===== src/rtl/morse_pkg.sv =====
package morse_pkg;

    localparam int CODE_W  = 3;
    localparam int SYM_MAX = 4;
    localparam int CNT_W   = $clog2(SYM_MAX);

    typedef enum logic [2:0] {
        ST_IDLE  = 3'd0,
        ST_DOT   = 3'd1,
        ST_DASH1 = 3'd2,
        ST_DASH2 = 3'd3,
        ST_DASH3 = 3'd4,
        ST_GAP   = 3'd5
    } flash_state_e;

endpackage


===== src/rtl/morse_decode.sv =====
module morse_decode
    import morse_pkg::*;
(
    input  logic [CODE_W-1:0]  code_i,
    output logic [SYM_MAX-1:0] pat_o,
    output logic [CNT_W-1:0]   cnt_o
);

    // Pattern is left-justified: bit SYM_MAX-1 is sent first, 1 = dash.
    always_comb begin
        pat_o = '0;
        cnt_o = '0;
        unique case (code_i)
            3'd0: begin pat_o = 4'b1101; cnt_o = 2'd3; end
            3'd1: begin pat_o = 4'b0100; cnt_o = 2'd2; end
            3'd2: begin pat_o = 4'b0000; cnt_o = 2'd2; end
            3'd3: begin pat_o = 4'b1000; cnt_o = 2'd0; end
            3'd4: begin pat_o = 4'b0010; cnt_o = 2'd2; end
            3'd5: begin pat_o = 4'b0001; cnt_o = 2'd3; end
            3'd6: begin pat_o = 4'b0110; cnt_o = 2'd2; end
            3'd7: begin pat_o = 4'b1001; cnt_o = 2'd3; end
            default: begin pat_o = '0; cnt_o = '0; end
        endcase
    end

endmodule


===== src/rtl/morse_symreg.sv =====
module morse_symreg
    import morse_pkg::*;
(
    input  logic               clk,
    input  logic               rst_n,
    input  logic               load_i,
    input  logic               shift_i,
    input  logic [SYM_MAX-1:0] pat_i,
    input  logic [CNT_W-1:0]   cnt_i,
    output logic               head_o,
    output logic               zero_o
);

    logic [SYM_MAX-1:0] sr_q;
    logic [CNT_W-1:0]   cnt_q;

    always_ff @(posedge clk or negedge rst_n) begin
        if (!rst_n) begin
            sr_q  <= '0;
            cnt_q <= '0;
        end else if (load_i) begin
            sr_q  <= pat_i;
            cnt_q <= cnt_i;
        end else if (shift_i) begin
            sr_q  <= {sr_q[SYM_MAX-2:0], 1'b0};
            cnt_q <= cnt_q - 1'b1;
        end
    end

    assign head_o = sr_q[SYM_MAX-1];
    assign zero_o = (cnt_q == '0);


    no_underflow_chk: assert property (@(posedge clk) disable iff (!rst_n)
        (shift_i && !load_i) |-> (cnt_q != '0));

endmodule


===== src/rtl/morse_tick.sv =====
module morse_tick #(
    parameter int CLK_HZ = 50_000_000
) (
    input  logic clk,
    input  logic rst_n,
    input  logic clr_i,
    output logic tick_o
);

    localparam int HALF = (CLK_HZ / 2 < 1) ? 1 : CLK_HZ / 2;
    localparam int TW   = (HALF > 1) ? $clog2(HALF) : 1;
    localparam logic [TW-1:0] LAST = TW'(HALF - 1);

    logic [TW-1:0] cnt_q;

    always_ff @(posedge clk or negedge rst_n) begin
        if (!rst_n) begin
            cnt_q <= '0;
        end else if (clr_i || cnt_q == LAST) begin
            cnt_q <= '0;
        end else begin
            cnt_q <= cnt_q + 1'b1;
        end
    end

    assign tick_o = (cnt_q == LAST);

    generate
        if (HALF > 1) begin : g_tick_chk

            single_tick_chk: assert property (@(posedge clk) disable iff (!rst_n)
                tick_o |=> !tick_o);

            clear_quiet_chk: assert property (@(posedge clk) disable iff (!rst_n)
                clr_i |=> !tick_o);
        end
    endgenerate

endmodule


===== src/rtl/morse_ctrl.sv =====
module morse_ctrl
    import morse_pkg::*;
(
    input  logic clk,
    input  logic rst_n,
    input  logic start_i,
    input  logic first_dash_i,
    input  logic head_i,
    input  logic tick_i,
    input  logic zero_i,
    output logic load_o,
    output logic shift_o,
    output logic tmr_clr_o,
    output logic led_o,
    output logic busy_o
);

    flash_state_e state_q, state_d;

    always_ff @(posedge clk or negedge rst_n) begin
        if (!rst_n) state_q <= ST_IDLE;
        else        state_q <= state_d;
    end

    always_comb begin
        state_d   = state_q;
        load_o    = 1'b0;
        shift_o   = 1'b0;
        tmr_clr_o = 1'b0;
        unique case (state_q)
            ST_IDLE: begin
                if (start_i) begin
                    load_o    = 1'b1;
                    tmr_clr_o = 1'b1;
                    state_d   = first_dash_i ? ST_DASH1 : ST_DOT;
                end
            end
            ST_DASH1: if (tick_i) state_d = ST_DASH2;
            ST_DASH2: if (tick_i) state_d = ST_DASH3;
            ST_DOT, ST_DASH3: begin
                if (tick_i) begin
                    if (zero_i) begin
                        state_d = ST_IDLE;
                    end else begin
                        shift_o = 1'b1;
                        state_d = ST_GAP;
                    end
                end
            end
            ST_GAP: begin
                if (tick_i) begin
                    tmr_clr_o = 1'b1;
                    state_d   = head_i ? ST_DASH1 : ST_DOT;
                end
            end
            default: state_d = ST_IDLE;
        endcase
    end

    always_comb begin
        led_o  = 1'b0;
        busy_o = 1'b1;
        unique case (state_q)
            ST_IDLE:                               busy_o = 1'b0;
            ST_DOT, ST_DASH1, ST_DASH2, ST_DASH3:  led_o  = 1'b1;
            ST_GAP:                                led_o  = 1'b0;
            default: begin led_o = 1'b0; busy_o = 1'b0; end
        endcase
    end


    idle_hold_chk: assert property (@(posedge clk) disable iff (!rst_n)
        (state_q == ST_IDLE && !start_i) |=> (state_q == ST_IDLE));

    dot_hold_chk: assert property (@(posedge clk) disable iff (!rst_n)
        (state_q == ST_DOT && !tick_i) |=> (state_q == ST_DOT && led_o));

    gap_hold_chk: assert property (@(posedge clk) disable iff (!rst_n)
        (state_q == ST_GAP && !tick_i) |=> (state_q == ST_GAP && !led_o && busy_o));

    busy_ignore_chk: assert property (@(posedge clk) disable iff (!rst_n)
        (state_q == ST_DASH2 && start_i && !tick_i) |=> (state_q == ST_DASH2));

endmodule


===== src/rtl/morse_flasher.sv =====
module morse_flasher
    import morse_pkg::*;
#(
    parameter int CLK_HZ = 50_000_000
) (
    input  logic              clk,
    input  logic              rst_n,
    input  logic              start,
    input  logic [CODE_W-1:0] letter,
    output logic              led,
    output logic              busy
);

    logic [SYM_MAX-1:0] dec_pat;
    logic [CNT_W-1:0]   dec_cnt;
    logic               load, shift, tmr_clr, tick, head, zero;

    morse_decode u_dec (
        .code_i (letter),
        .pat_o  (dec_pat),
        .cnt_o  (dec_cnt)
    );

    morse_symreg u_sr (
        .clk     (clk),
        .rst_n   (rst_n),
        .load_i  (load),
        .shift_i (shift),
        .pat_i   (dec_pat),
        .cnt_i   (dec_cnt),
        .head_o  (head),
        .zero_o  (zero)
    );

    morse_tick #(.CLK_HZ(CLK_HZ)) u_tick (
        .clk    (clk),
        .rst_n  (rst_n),
        .clr_i  (tmr_clr),
        .tick_o (tick)
    );

    morse_ctrl u_ctrl (
        .clk          (clk),
        .rst_n        (rst_n),
        .start_i      (start),
        .first_dash_i (dec_pat[SYM_MAX-1]),
        .head_i       (head),
        .tick_i       (tick),
        .zero_i       (zero),
        .load_o       (load),
        .shift_o      (shift),
        .tmr_clr_o    (tmr_clr),
        .led_o        (led),
        .busy_o       (busy)
    );


    led_in_busy_chk: assert property (@(posedge clk) disable iff (!rst_n)
        led |-> busy);

endmodule


===== config.mk =====
export PLATFORM = sky130hd
export DESIGN_NAME = morse_flasher
export DESIGN_NICKNAME = d
export VERILOG_FILES = /design/src/rtl/morse_pkg.sv /design/src/rtl/morse_decode.sv /design/src/rtl/morse_symreg.sv /design/src/rtl/morse_tick.sv /design/src/rtl/morse_ctrl.sv /design/src/rtl/morse_flasher.sv
export SDC_FILE = /design/constraint.sdc
export NUM_CORES = 1
export LEC_CHECK = 0
export BUFFER_PORTS_ARGS = -buffer_cell sky130_fd_sc_hd__clkbuf_2
export CORE_MARGIN = 5
export CORE_UTILIZATION = 65
export CTS_CLUSTER_SIZE = 40
export DETAILED_ROUTE_END_ITERATION = 12
export HOLD_SLACK_MARGIN = 0.06
export PLACE_DENSITY_LB_ADDON = 0.12
export RECOVER_POWER = 100
export SLEW_MARGIN = 10
export SYNTH_ARGS = -nofsm -noshare
export SYNTH_HDL_FRONTEND = slang
export SYNTH_SLANG_ARGS = --single-unit

===== constraint.sdc =====
create_clock -name clk -period 3.3 [get_ports clk]
set_clock_uncertainty 0.1 [all_clocks]
set_input_delay 0.33 -clock clk [delete_from_list [all_inputs] [get_ports clk]]
set_output_delay 0.33 -clock clk [all_outputs]
set_load 0.01 [all_outputs]

==> results of run 1 <==
-- area by class of cell --
| cell class | instances | area [um^2] | area share, % |
|---|---|---|---|
| Multi-Input combinational cell | 155 | 996 | 49.6 |
| Timing Repair Buffer | 8 | 41.3 | 2.05 |
| Clock buffer | 7 | 45.0 | 2.24 |
| Sequential cell | 34 | 851 | 42.3 |
| Tap cell | 31 | 38.8 | 1.93 |
| Inverter | 10 | 37.5 | 1.87 |
-- through the flow --
stage               total power [mW]  util [%]  instance area [um^2]
detailed placement             0.447      69.7                  1970
floorplan                      0.432         -                  1950
global placement               0.445      69.7                  1970
global route                   0.685      71.0                  2010
CTS                            0.657      71.6                  2030
finish                         0.652      71.0                  2010
-- placed cells by master, fill, tap and decap left out, drive strengths merged, types with 4 or more instances in the layout --
cell type / n
nor4: 4
and2: 4
ha: 6
dfrtp: 34
a21oi: 9
nor3: 6
nand4: 8
nor2: 34
xor2: 13
o22a: 4
nand3: 9
and3: 5
xnor2: 10
nand2: 15
clkbuf: 14
inv: 10
-- per-layer routing --
metal / vias to the layer above / share of wire, %
li1: 723 / -
met1: 696 / 45
met2: 48 / 46
met3: 11 / 6.1
met4: 0 / 2.7
met5: - / 0
-- synthesized netlist by cell type (5+ instances only) --
library cell	n
dfrtp_1	34
nor2_1	34
nand2_1	14
xor2_1	13
inv_1	10
xnor2_1	10
nand3_1	9
a21oi_1	8
ha_1	6
nand4_1	6
nor3_1	6
and3_1	5
-- worst paths after layout --
kind | to | slack (ps) | cells past startpoint
max | u_tick.cnt_q[21]$_DFF_PN0_ | 910 | 5
min | u_sr.sr_q[0]$_DFFE_PN0P_ | 290 | 3
max reg2reg | u_tick.cnt_q[21]$_DFF_PN0_ | 910 | 5
min reg2reg | u_tick.cnt_q[0]$_DFF_PN0_ | 380 | 1
max in group asynchronous | u_tick.cnt_q[16]$_DFF_PN0_ | 1150 | 2
min in group asynchronous | u_tick.cnt_q[12]$_DFF_PN0_ | 900 | 2
-- sequential cells by signal, summed over array words and instances, names as in the netlist --
| name | count |
|---|---|
| u_tick.cnt_q | 25 |
| u_sr.sr_q | 4 |
| u_ctrl.state_q | 3 |
| u_sr.cnt_q | 2 |
-- critical path: stages, from the launching register on --
cell     delay [ps]
dfrtp_1         420
nor4_1          370
nand4_1         230
or2_0           350
nand2_1         640
nor2_1          130
-- report_power, final --
part / switching (mW) / internal [mW]
clock: 0.132 / 0.0802
sequential: 0 / 0.416
combinational: 0.0165 / 0.00666
total: 0.149 / 0.503
-- cell families (layout without fill, tap and decap cells) --
kind of cell	count (synthesis)	in the layout	share of synthesized area, %
AO/OA/AOI/OAI	27	27	9.87
XOR/XNOR	23	23	10.3
adder cells (fa/ha/maj)	6	6	3.85
buffers and inverters	19	25	4.68
flip-flops	34	34	43.6
multiplexers	4	4	2.12
AND/OR/NAND/NOR	95	95	25.6
==> flow_summary.yaml, run 1 <==
grt:
  grt_use_met2_pct: 32.8
  grt_usage_pct: 21.7
  grt_pass1_wl_um: 7020
  grt_util_met3_pct: 4.32
  antenna_found_initial: 0
  overflow: 0
  gr-usage-met1_pct: 29.7
  busiest_layer: "met2"
  grt_start_max_net_pins: 35
  grt_pass1_vias: 1492
route:
  drt_iter0_drc: 154
  postRouteAntennaNets: 0
  avgRoutedWirePerCell_um: 16.0
  via_count: 1478
  via_per_inst: 6.03
  remaining_drc_errors: 0
  postRouteWirelength_um: 3910
  firstDrtPassIters: 4
setup_path:
  cp_max_fo: 24
  end_kind: "flop"
  crit_arrival_ps: 2490
  worstSetupPathType: "reg -> reg"
  worstReg2RegStart: "u_tick.cnt_q[9]$_DFF_PN0_"
  crit_start: "u_tick.cnt_q[9]$_DFF_PN0_"
  cp_data_required_time_ps: 3390
  start_kind: "flop"
sta:
  finalWorstSetupSlack_ps: 908
  fin_hold_ws_ps: 289
  finalSetupTns_ps: 0
  maxSlewViolCount: 35
  period_minus_slack_ps: 2390
  rsz0062_at_grt: "no"
  hold_viol_final: 0
  setup_viol: 0
  max_freq_ghz: 0.418
  worstMarginPinSlew_ps: 1810
  finalCritPeriodShare_pct: 72.5
  slew-limit-headroom_pct: -20.6
final_layout:
  syn_to_final_growth_pct: 2.95
  antenna_cells: 0
  layout.nets: 226
  fillers: 228
  stdcell_count: 245
  layout-drive-gt1-share_pct: 7.48
synthesis:
  ys_seq_area_share_pct: 43.6
  synthTopCellsByArea: "dfrtp_1, nor2_1, xor2_1"
  ys_warn_count: 0
  syn_avg_cell_area_um2: 9.38
  synth_edf_count: 0
  async_flop_share_pct: 100
  ys.flop_type: "dfrtp_1"
  ys_ff_latch: 34
  syn-num-nets: 220
  synthCells: 208
  yosys.area.top_type_share_pct: 43.6
  synth.distinct_cells: 42
  synth_area_leader_cell: "dfrtp_1"
  synth_area_um2: 1950
cts:
  path_clk_slew_ps: 90
  htreeDepth: 2
  cts_resized: 0
  cts_tree: "built"
  holdBufCountCts: 1
  clk_latency_ps: 350
  clk_path_buf_depth: 2
  postCtsSetupBuffers: 0
  cts_buffers: 5
  cts_root_buffer: "clkbuf_4"
  cts_sinks: 34
outcome:
  outcome: "finished with violations"
  violations: "max-capacitance violations, max-slew violations"
min_path:
  hold_class: "in -> reg"
  hp-start: "letter[0]"
power:
  p_leak_nw: 0.915
  power_density_nw_per_um2: 325
  ir_drop_mv: 0.249
placement:
  gp_congestion: 0.821
  dp.cells: 237
  dpl.hpwl_um: 2690
  place_ws_ps: 1040
  port_buffers: 7
floorplan:
  core-area_um2: 2830
  die_h_um: 64.8
  start_util_pct: 69.0
  die_area_um2: 4200
  ios: 8
  rows: 19
  die_w_um: 64.8
run:
  cap_violations: 1
Power figures use the tool's default switching activity.
==> run 2: changes to the inputs <==
--- a/config.mk
+++ b/config.mk
@@ -7,7 +7,7 @@
 export LEC_CHECK = 0
 export BUFFER_PORTS_ARGS = -buffer_cell sky130_fd_sc_hd__clkbuf_2
 export CORE_MARGIN = 5
-export CORE_UTILIZATION = 65
+export CORE_UTILIZATION = 55
 export CTS_CLUSTER_SIZE = 40
 export DETAILED_ROUTE_END_ITERATION = 12
 export HOLD_SLACK_MARGIN = 0.06
==> constraint.sdc (replaced) <==
create_clock -name clk -period 2.1 [get_ports clk]
set_clock_uncertainty 0.1 [all_clocks]
set_input_delay 0.21 -clock clk [delete_from_list [all_inputs] [get_ports clk]]
set_output_delay 0.21 -clock clk [all_outputs]
set_load 0.01 [all_outputs]
==> flow_summary.yaml, run 2 (synthesis results as in run 1) <==
route:
  avgRoutedWirePerCell_um: 14.5
  postRouteAntennaNets: 0
  postRouteWirelength_um: 3930
  via_per_inst: 5.74
  via_count: 1550
  firstDrtPassIters: 4
  remaining_drc_errors: 0
  drt_iter0_drc: 176
sta:
  maxSlewViolCount: 0
  hold_viol_final: 0
  setup_viol: 0
  finalCritPeriodShare_pct: 91.8
  finalSetupTns_ps: 0
  finalWorstSetupSlack_ps: 173
  slew-limit-headroom_pct: 44.5
  worstMarginPinSlew_ps: 832
  period_minus_slack_ps: 1930
  rsz0062_at_grt: "no"
  max_freq_ghz: 0.519
placement:
  gp_congestion: 0.938
  place_area_um2: 2090
  port_buffers: 7
  dpl.hpwl_um: 2850
  place_ws_ps: 104
final_layout:
  layout-drive-gt1-share_pct: 14.3
  top_regs: "u_tick.cnt_q (25), u_sr.sr_q (4), u_ctrl.state_q (3)"
  mostFrequentLayoutCells: "dfrtp_1, nor2_1, nand2_1"
  largest_reg_flops: 25
  final_common_cell: "dfrtp_1"
  syn_to_final_growth_pct: 10.1
  antenna_cells: 0
  layout.nets: 237
  post-route-util_pct: 63.4
  top_register: "u_tick.cnt_q"
  final_cell_area_um2: 2150
grt:
  grt_usage_pct: 17.3
  grt_pass1_wl_um: 6800
  grt_start_max_net_pins: 35
  grt_pass1_vias: 1488
  antenna_found_initial: 0
  overflow: 0
setup_path:
  worstReg2RegStart: "u_sr.cnt_q[0]$_DFFE_PN0P_"
  crit_start: "u_sr.cnt_q[0]$_DFFE_PN0P_"
  critPathMaxStageDelay_ps: 360
  start_kind: "flop"
  cp_data_required_time_ps: 2230
  r2r_cells: 7
  crit_top_cell: "or2_2"
  cp-endpoint: "u_sr.cnt_q[0]$_DFFE_PN0P_"
  slowest_stage: "dfrtp_1"
  end_kind: "flop"
  timing.rr.end: "u_sr.cnt_q[0]$_DFFE_PN0P_"
  crit_chain: "inv_1 > ha_1 > or2_2 > a21oi_1 > o21ai_1 > or2_2 > o221a_2"
  worstSetupPathType: "reg -> reg"
  ff2ff_setup_slack_ps: 170
  cp_max_fo: 4
  crit_arrival_ps: 2060
floorplan:
  ios: 8
  start_util_pct: 57.6
  die_h_um: 69.6
  die_area_um2: 4840
  die_w_um: 69.6
  rows: 21
  core-area_um2: 3390
cts:
  clk_latency_ps: 330
  clk_path_buf_depth: 2
  cts_sinks: 34
  path_clk_slew_ps: 100
  htreeDepth: 2
  postCtsSetupBuffers: 0
  cts_buffers: 5
  cts_root_buffer: "clkbuf_4"
  cts_tree: "built"
run:
  cap_violations: 0
min_path:
  hold_class: "in -> reg"
outcome:
  outcome: "complete, no violations"
power:
  ir_drop_mv: 0.317
  power_density_nw_per_um2: 489
  p_leak_nw: 0.979
==> run 2: changes by cell type in the layout (fill, tap and decap cells not counted), sizes merged <==
cell,change
buf,+10
==> run 2: metal layers <==
| layer | up-vias | global-route usage, % | wire [um] | share of wire [%] |
|---|---|---|---|---|
| met5 | - | 0 | 0 | 0 |
| met1 | 754 | 22.5 | 1830 | 47 |
| li1 | 754 | - | - | - |
| met3 | 10 | 5.22 | 159 | 4.0 |
| met4 | 0 | 6.29 | 75 | 1.9 |
| met2 | 32 | 27.3 | 1860 | 47 |
==> run 2: metrics by stage <==
step	power (mW)	hold slack (ps)	cells
final	1.05	207	270
after global routing	1.09	216	270
after CTS	1.06	198	270
after detailed placement	0.702	252	263
after global placement	0.700	239	263
after floorplan	0.679	-186	208
==> run 2: where the power goes <==
part | switching, mW | leakage [nW] | total [mW] | internal [mW]
Sequential | 0 | 0.450 | 0.654 | 0.654
Combinational | 0.0245 | 0.498 | 0.0349 | 0.0104
Clock | 0.210 | 0.0302 | 0.361 | 0.151
Total | 0.235 | 0.979 | 1.05 | 0.815
==> run 2: worst min-delay path by stage <==
stage	startpoint	end	slack (ps)	depth (start not counted)
after floorplan	rst_n	u_ctrl.state_q[0]$_DFFE_PN0P_	-190	0
after global placement	rst_n	u_tick.cnt_q[19]$_DFF_PN0_	240	1
after detailed placement	rst_n	u_tick.cnt_q[5]$_DFF_PN0_	250	1
after CTS	letter[0]	u_sr.sr_q[0]$_DFFE_PN0P_	200	3
after global routing	letter[0]	u_sr.sr_q[0]$_DFFE_PN0P_	220	3
final	letter[0]	u_sr.sr_q[0]$_DFFE_PN0P_	210	3
==> run 2: final cells by class <==
class | instances | area (um^2)
fill | 294 | 1240
multi-input combinational | 155 | 1020
sequential | 34 | 851
timing repair buffer | 19 | 135
tap | 46 | 57.6
clock buffer | 6 | 51.3
inverter | 10 | 37.5
==> run 2: worst max-delay path: cells and delay by family, from the launching register on <==
| kind | cells | cell delay [ps] |
|---|---|---|
| AOI/OAI and AO/OA | 3 | 500 |
| adders and majority gates | 1 | 230 |
| buffers and inverters | 1 | 50 |
| DFF | 1 | 360 |
| and+or+nand+nor | 2 | 600 |
==> run 2: timing repair <==
action	4_1_cts	5_1_grt
hold endpoints to repair	34	0
hold buffers	1	0
endpoints found under the setup margin	0	32
resized for setup	0	4
==> run 3: changes to the inputs <==
--- a/config.mk
+++ b/config.mk
@@ -7,7 +7,7 @@
 export LEC_CHECK = 0
 export BUFFER_PORTS_ARGS = -buffer_cell sky130_fd_sc_hd__clkbuf_2
 export CORE_MARGIN = 5
-export CORE_UTILIZATION = 55
+export CORE_UTILIZATION = 45
 export CTS_CLUSTER_SIZE = 40
 export DETAILED_ROUTE_END_ITERATION = 12
 export HOLD_SLACK_MARGIN = 0.06
==> constraint.sdc (replaced) <==
create_clock -name clk -period 2.29 [get_ports clk]
set_clock_uncertainty 0.1 [all_clocks]
set_input_delay 0.229 -clock clk [delete_from_list [all_inputs] [get_ports clk]]
set_output_delay 0.229 -clock clk [all_outputs]
set_load 0.01 [all_outputs]
==> flow_summary.yaml, run 3 (synthesis results as in run 1) <==
outcome:
  outcome: "complete, no violations"
setup_path:
  cp_data_required_time_ps: 2360
  crit_arrival_ps: 2110
  end_kind: "flop"
  cp_max_fo: 6
  r2r_cells: 7
  start_kind: "flop"
  worstSetupPathType: "reg -> reg"
grt:
  overflow: 0
  grt_usage_pct: 15.5
  grt_pass1_wl_um: 6760
  grt_start_max_net_pins: 35
  antenna_found_initial: 0
  grt_pass1_vias: 1556
sta:
  setup_viol: 0
  maxSlewViolCount: 0
  finalSetupTns_ps: 0
  rsz0062_at_grt: "no"
  slew-limit-headroom_pct: 43.5
  hold_viol_final: 0
  worstMarginPinSlew_ps: 847
  finalCritPeriodShare_pct: 89.2
  period_minus_slack_ps: 2040
  max_freq_ghz: 0.490
cts:
  cts_root_buffer: "clkbuf_8"
  cts_sinks: 34
  clk_path_buf_depth: 2
  path_clk_slew_ps: 70
  htreeDepth: 2
  cts_buffers: 5
  clk_latency_ps: 270
  cts_tree: "built"
  postCtsSetupBuffers: 0
floorplan:
  core-area_um2: 4290
  die_area_um2: 5750
  ios: 8
  die_h_um: 75.9
  die_w_um: 75.9
  start_util_pct: 45.5
  rows: 24
placement:
  port_buffers: 7
  place_area_um2: 2060
  gp_congestion: 0.846
  dpl.hpwl_um: 2790
final_layout:
  antenna_cells: 0
  post-route-util_pct: 49.8
  syn_to_final_growth_pct: 9.55
  layout-drive-gt1-share_pct: 11.3
  top_register: "u_tick.cnt_q"
  mostFrequentLayoutCells: "nor2_1, dfrtp_1, nand2_1"
  final_cell_area_um2: 2140
  layout.nets: 233
  top_regs: "u_tick.cnt_q (25), u_sr.sr_q (4), u_ctrl.state_q (3)"
  largest_reg_flops: 25
route:
  postRouteWirelength_um: 3850
  via_count: 1517
  drt_iter0_drc: 88
  via_per_inst: 5.56
  postRouteAntennaNets: 0
  remaining_drc_errors: 0
  firstDrtPassIters: 4
  avgRoutedWirePerCell_um: 14.1
power:
  power_frac_clock_pct: 39.3
  p_comb_share_pct: 3.1
  ir_drop_mv: 0.338
  p_switching_mw: 0.223
  power_density_nw_per_um2: 488
  p_leak_nw: 0.969
  intPower_mw: 0.819
  total_power_mw: 1.04
  power.share.switching_pct: 21.4
  pwr-share-seq_pct: 57.6
min_path:
  hold_path_depth: 3
  hold_class: "in -> reg"
run:
  cap_violations: 0
run 3: through the flow:
stage	setup WS [ps]	hold slack (ps)	cells
finish	248	256	273
global route	80.2	280	273
CTS	36.0	246	273
detailed placement	50.8	284	265
global placement	157	266	265
floorplan	294	-167	208
run 3: power groups by stage:
stage               logic, mW  registers (mW)  clock network [mW]
global route           0.0382           0.600               0.448
CTS                    0.0341           0.600               0.424
global placement       0.0307           0.612                   0
detailed placement     0.0326           0.612                   0
finish                 0.0326           0.601               0.410
floorplan              0.0110           0.612                   0
run 3: area by class of cell:
class / count / area [um^2]
sequential: 34 / 851
fill: 424 / 2160
clock buffer: 7 / 76.3
timing repair buffer: 15 / 108
inverter: 10 / 37.5
multi-input combinational: 155 / 1000
tap: 52 / 65.1
run 3: path summary, 6_finish.rpt:
path | startpoint | to | slack (ps)
min in group asynchronous | rst_n | u_tick.cnt_q[4]$_DFF_PN0_ | 490
setup reg to reg | u_sr.cnt_q[0]$_DFFE_PN0P_ | u_sr.cnt_q[0]$_DFFE_PN0P_ | 250
setup / recovery | u_sr.cnt_q[0]$_DFFE_PN0P_ | u_sr.cnt_q[0]$_DFFE_PN0P_ | 250
hold / removal | letter[0] | u_sr.sr_q[0]$_DFFE_PN0P_ | 260
hold reg to reg | u_tick.cnt_q[0]$_DFF_PN0_ | u_tick.cnt_q[0]$_DFF_PN0_ | 380
max in group asynchronous | rst_n | u_ctrl.state_q[0]$_DFFE_PN0P_ | 1080
run 3: worst max-delay path, cell delays in order, from the launching register on:
cell     delay (ps)
dfrtp_1         380
inv_1            70
ha_1            210
inv_1            70
mux2_2          280
o21ai_1         390
a21oi_2         130
o221a_2         290
run 3: what timing repair did:
action	4_1_cts	5_1_grt
hold buffers	1	0
setup endpoints to repair	0	6
hold endpoints to repair	34	0
gates resized for setup	0	1
run 3: routing by layer:
layer / vias up / routed length (um) / track usage (%)
li1: 741 / - / -
met1: 743 / 1730 / 18.5
met2: 24 / 1910 / 26.2
met3: 9 / 108 / 3.30
met4: 0 / 96 / 7.57
met5: - / 0 / 0
